==> src/rtl/sar_conv_pkg.sv <==
`timescale 1ns/1ps
package sar_conv_pkg;
  // Conversion phases of the sequencer
  typedef enum logic [1:0] {
    PH_ACQ   = 2'd0,
    PH_SETUP = 2'd1,
    PH_BITS  = 2'd2
  } phase_e;
endpackage

==> src/rtl/sar_cnv_edge.sv <==
`timescale 1ns/1ps
// Registers the convert input and flags a low-to-high change.
module sar_cnv_edge (
  input  logic clk,
  input  logic rst_n,
  input  logic cnv_i,
  output logic rise_o
);
  logic cnv_q;

  always_ff @(posedge clk or negedge rst_n) begin
    if (!rst_n) cnv_q <= 1'b0;
    else        cnv_q <= cnv_i;
  end

  assign rise_o = cnv_i && !cnv_q;
endmodule

==> src/rtl/sar_phase_seq.sv <==
`timescale 1ns/1ps
// Phase sequencer: acquisition -> setup (switches open) -> NBITS decisions.
module sar_phase_seq
  import sar_conv_pkg::*;
#(
  parameter int NBITS = 16,
  localparam int IDXW = (NBITS > 1) ? $clog2(NBITS) : 1
) (
  input  logic            clk,
  input  logic            rst_n,
  input  logic            rise_i,
  output logic            start_o,
  output logic            last_o,
  output phase_e          phase_o,
  output logic [IDXW-1:0] bit_idx_o
);
  localparam logic [IDXW-1:0] TOP_IDX = IDXW'(NBITS - 1);

  phase_e          phase_q;
  logic [IDXW-1:0] idx_q;

  // A request only counts when idle; during a conversion it is dropped.
  assign start_o   = rise_i && (phase_q == PH_ACQ);
  assign last_o    = (phase_q == PH_BITS) && (idx_q == '0);
  assign phase_o   = phase_q;
  assign bit_idx_o = idx_q;

  always_ff @(posedge clk or negedge rst_n) begin
    if (!rst_n) begin
      phase_q <= PH_ACQ;
      idx_q   <= '0;
    end else begin
      unique case (phase_q)
        PH_ACQ: begin
          if (start_o) phase_q <= PH_SETUP;
        end
        PH_SETUP: begin
          phase_q <= PH_BITS;
          idx_q   <= TOP_IDX;
        end
        PH_BITS: begin
          if (idx_q == '0) phase_q <= PH_ACQ;
          else             idx_q   <= idx_q - IDXW'(1);
        end
        default: phase_q <= PH_ACQ;
      endcase
    end
  end
endmodule

==> src/rtl/sar_search_reg.sv <==
`timescale 1ns/1ps
// Successive-approximation register, trial drive and result capture.
module sar_search_reg
  import sar_conv_pkg::*;
#(
  parameter int NBITS = 16,
  localparam int IDXW = (NBITS > 1) ? $clog2(NBITS) : 1
) (
  input  logic             clk,
  input  logic             rst_n,
  input  phase_e           phase_i,
  input  logic [IDXW-1:0]  bit_idx_i,
  input  logic             cmp_i,
  input  logic             last_i,
  output logic [NBITS-1:0] trial_o,
  output logic [NBITS-1:0] result_o
);
  localparam logic [NBITS-1:0] MSB_ONE = {1'b1, {(NBITS-1){1'b0}}};

  // Offset-binary search value to two's complement: flip the sign bit.
  function automatic logic [NBITS-1:0] raw_to_twos(input logic [NBITS-1:0] raw);
    logic [NBITS-1:0] r;
    r = raw;
    r[NBITS-1] = ~raw[NBITS-1];
    return r;
  endfunction

  logic [NBITS-1:0] sar_q;
  logic [NBITS-1:0] sar_nxt;

  // Per bit: decide the bit under trial, arm the one below, hold the rest.
  for (genvar g = 0; g < NBITS; g++) begin : g_bit
    assign sar_nxt[g] = (int'(bit_idx_i) == g)     ? cmp_i :
                        (int'(bit_idx_i) == g + 1) ? 1'b1  : sar_q[g];
  end

  assign trial_o = (phase_i == PH_BITS) ? sar_q : '0;

  always_ff @(posedge clk or negedge rst_n) begin
    if (!rst_n) begin
      sar_q    <= '0;
      result_o <= '0;
    end else begin
      if (phase_i == PH_SETUP) sar_q <= MSB_ONE;
      else if (phase_i == PH_BITS) sar_q <= sar_nxt;
      if (last_i) result_o <= raw_to_twos(sar_nxt);
    end
  end
endmodule

==> src/rtl/sar_conv_ctrl.sv <==
`timescale 1ns/1ps
// Top: differential dual-array SAR conversion sequencer.
module sar_conv_ctrl
  import sar_conv_pkg::*;
#(
  parameter int NBITS = 16
) (
  input  logic             clk,
  input  logic             rst_n,
  input  logic             cnv_i,
  input  logic             cmp_i,
  output logic             samp_sw_o,
  output logic             in_conn_o,
  output logic [NBITS-1:0] trial_o,
  output logic             busy_o,
  output logic [NBITS-1:0] result_o
);
  localparam int IDXW = (NBITS > 1) ? $clog2(NBITS) : 1;

  // Internal events, named for the checker
  logic            cnv_rise;
  logic            start_evt;
  logic            done_evt;
  phase_e          phase;
  logic [IDXW-1:0] bit_idx;

  sar_cnv_edge u_edge (
    .clk    (clk),
    .rst_n  (rst_n),
    .cnv_i  (cnv_i),
    .rise_o (cnv_rise)
  );

  sar_phase_seq #(.NBITS(NBITS)) u_seq (
    .clk       (clk),
    .rst_n     (rst_n),
    .rise_i    (cnv_rise),
    .start_o   (start_evt),
    .last_o    (done_evt),
    .phase_o   (phase),
    .bit_idx_o (bit_idx)
  );

  sar_search_reg #(.NBITS(NBITS)) u_sar (
    .clk       (clk),
    .rst_n     (rst_n),
    .phase_i   (phase),
    .bit_idx_i (bit_idx),
    .cmp_i     (cmp_i),
    .last_i    (done_evt),
    .trial_o   (trial_o),
    .result_o  (result_o)
  );

  assign busy_o    = (phase != PH_ACQ);
  assign samp_sw_o = (phase == PH_ACQ);
  assign in_conn_o = (phase != PH_BITS);
endmodule

==> config.mk <==
export PLATFORM = sky130hd
export DESIGN_NAME = sar_conv_ctrl
export DESIGN_NICKNAME = d
export VERILOG_FILES = /design/src/rtl/sar_conv_pkg.sv /design/src/rtl/sar_cnv_edge.sv /design/src/rtl/sar_phase_seq.sv /design/src/rtl/sar_search_reg.sv /design/src/rtl/sar_conv_ctrl.sv
export SDC_FILE = /design/constraint.sdc
export NUM_CORES = 1
export LEC_CHECK = 0
export BUFFER_PORTS_ARGS = -buffer_cell sky130_fd_sc_hd__buf_2
export CELL_PAD_IN_SITES_DETAIL_PLACEMENT = 2
export CELL_PAD_IN_SITES_GLOBAL_PLACEMENT = 2
export CORE_MARGIN = 1.5
export CORE_UTILIZATION = 38
export DETAILED_ROUTE_END_ITERATION = 6
export MAX_ROUTING_LAYER = met4
export PLACE_DENSITY_LB_ADDON = 0.1
export SYNTH_ARGS = -nofsm -noshare
export SYNTH_HDL_FRONTEND = slang
export SYNTH_HIERARCHICAL = 1
export SYNTH_SLANG_ARGS = --single-unit
==> constraint.sdc <==
create_clock -name clk -period 3.7 [get_ports clk]
set_input_delay 0.185 -clock clk [delete_from_list [all_inputs] [get_ports clk]]
set_output_delay 0.185 -clock clk [all_outputs]
set_load 0.02 [all_outputs]
==> results.sh <==
export IMPL_grt_antenna_before_repair=0
export IMPL_drc_errors=0
export IMPL_ys_warnings_count=6
export IMPL_p_leak_uw=0.00120
export IMPL_vias_per_cell=5.55
export IMPL_vdd_ir_drop_worst_v=0.000439
export IMPL_finalSetupTns_ns=0
export IMPL_pre_cts_slack_ns=1.01
export IMPL_gp_congestion=0.737
export IMPL_wl_um=6410
export IMPL_drive_gt1_share_pct=24.0
export IMPL_clk_pin_slew_ns=0.09
export IMPL_arrival_ns=2.94
export IMPL_place_inst=345
export IMPL_cts_root_buf="clkbuf_8"
export IMPL_fin_ws_ns=0.961
export IMPL_min_path_type="in2async"
export IMPL_max_stage_delay_ns=0.64
export IMPL_dieArea_mm2=0.00680
export IMPL_tightest_slew_ns=0.905
export IMPL_grt_util_all_layers_pct=21.7
export IMPL_wl_per_cell_um=18.1
export IMPL_period_needed_ns=2.74
export IMPL_first_pass_iters=4
export IMPL_grt_ovfl_total=0
export IMPL_finalClockSkew_ns=0.00923
export IMPL_power_uw=2480
export IMPL_final_max_slew_viol_count=0
export IMPL_fin_nets=286
export IMPL_port_buffer_count=38
export IMPL_fin_cells=354
export IMPL_die_x_um=82.4
export IMPL_fmax_ghz=0.365
export IMPL_clock_sinks=39
export IMPL_h_tree_depth=2
export IMPL_relSlewSlack_pct=39.7
export IMPL_grt_max_degree=40
export IMPL_worst_setup_path_start_kind="flip-flop"
export IMPL_path_cells="inv_2 -> ha_1 -> or3b_1 -> nor3_1 -> buf_4 -> inv_1 -> o31ai_1"
export IMPL_fillers=658
export IMPL_finalHoldViolations=0
export IMPL_initial_core_util_pct=40.0
export IMPL_die_h_um=82.4
export IMPL_area_growth_pct=12.1
export IMPL_hpwl_um=4130
export IMPL_syn_num_nets=257
export IMPL_path_class="reg2reg"
export IMPL_cpMaxStageDelayCell="dfrtp_1"
export IMPL_io_pins=39
export IMPL_worstPathMaxFanout=24
export IMPL_endpoint_kind="flip-flop"
export IMPL_cts_inserted_buffers=5
export IMPL_grt_pass1_wl_um=10500
export IMPL_crit_required_ns=3.90
export IMPL_syn_area_per_cell_um2=9.63
export IMPL_core_mm2=0.00599
export IMPL_clk_path_buf_depth=2
export IMPL_num_antenna_cells=0
export IMPL_powerDensity_mw_per_mm2=923
export IMPL_status="completed"
export IMPL_grt_pass1_vias=2037
export IMPL_synthCells=249
export IMPL_final_util_pct=44.9
export IMPL_rsz0062_at_grt="no"
export IMPL_fin_crit_sh_pct=74.0
export IMPL_rrSetupSlack_ns=0.96
export IMPL_clock_latency_ns=0.30
export IMPL_setup_viol_count_final=0
export IMPL_tritoncts="done"
export IMPL_drt_iter0_markers=108
export IMPL_cap_violations=0
export IMPL_vias=1965
export IMPL_cts_resized=0
export IMPL_rows=28
export IMPL_synth_area_mm2=0.00240
export IMPL_ant_nets=0
## critical path: cells and delay by family (launching register included)
kind,cells,cell delay [ns]
DFF,1,0.64
buffers and inverters,3,0.77
AOI/OAI and AO/OA,1,0.36
adders and majority gates,1,0.16
and+or+nand+nor,2,0.70
## state kept, by name, indices dropped and copies added (netlist names)
name	cells
u_seq/bit_idx_o	4
u_seq/phase_o	2
u_edge/cnv_q	1
u_sar/result_o	16
u_sar/sar_q	16
## layer usage
layer	up-vias	share of wire, %	GRT usage [%]
li1	934	-	-
met3	5	3.0	3.96
met5	-	0	-
met4	0	0.98	5.08
met2	34	49	35.5
met1	992	47	27.6
## placed cells by master, fill, tap and decap left out, drive strengths merged, types with 4 or more instances in the layout
cell type,count
buf,42
dfrtp,39
nand2,28
o21ai,20
mux2i,19
and2,17
nor2,9
o31ai,9
inv,8
nor2b,8
nor3b,6
clkbuf,5
a22oi,5
a31oi,5
and3b,4
o21a,4
nand3,4
ha,4
or2,4
nor4b,4
## cell type report
| cell class | count | area [µm²] | area share (%) |
|---|---|---|---|
| Tap cell | 75 | 93.8 | 3.49 |
| Clock inverter | 3 | 25.0 | 0.931 |
| Inverter | 9 | 33.8 | 1.26 |
| Timing Repair Buffer | 43 | 230 | 8.56 |
| Sequential cell | 39 | 976 | 36.3 |
| Multi-Input combinational cell | 180 | 1260 | 46.9 |
| Clock buffer | 5 | 68.8 | 2.56 |
## through the flow
step	hold slack [ns]	cell area, µm²
after global placement	0.314	2580
after global routing	0.0816	2690
after detailed placement	0.310	2580
final	0.0100	2690
after floorplan	-0.111	2400
after CTS	0.0391	2690
## timing repair
action / 4_1_cts / 5_1_grt
buffers inserted: 0 / 0
hold buffers: 1 / 0
endpoints found under the hold margin: 1 / 0
## report_power, final
group | internal (µW) | total (µW) | switching, µW
logic | 549 | 1380 | 835
clock network | 135 | 305 | 170
registers | 586 | 794 | 208
## path summary, 6_finish.rpt
kind,depth (start not counted),from,end
worst max-delay path,7,u_seq/bit_idx_o[0]$_DFFE_PN0P_,u_sar/result_o[1]$_DFFE_PN0P_
worst min-delay path,1,rst_n,u_sar/result_o[4]$_DFFE_PN0P_
worst max register to register,7,u_seq/bit_idx_o[0]$_DFFE_PN0P_,u_sar/result_o[1]$_DFFE_PN0P_
worst min register to register,2,u_sar/result_o[5]$_DFFE_PN0P_,u_sar/result_o[5]$_DFFE_PN0P_
max in group asynchronous,1,rst_n,u_seq/bit_idx_o[0]$_DFFE_PN0P_
min in group clk,3,cmp_i,u_sar/result_o[15]$_DFFE_PN0P_
Note: power is estimated with default switching activity, not from simulation.
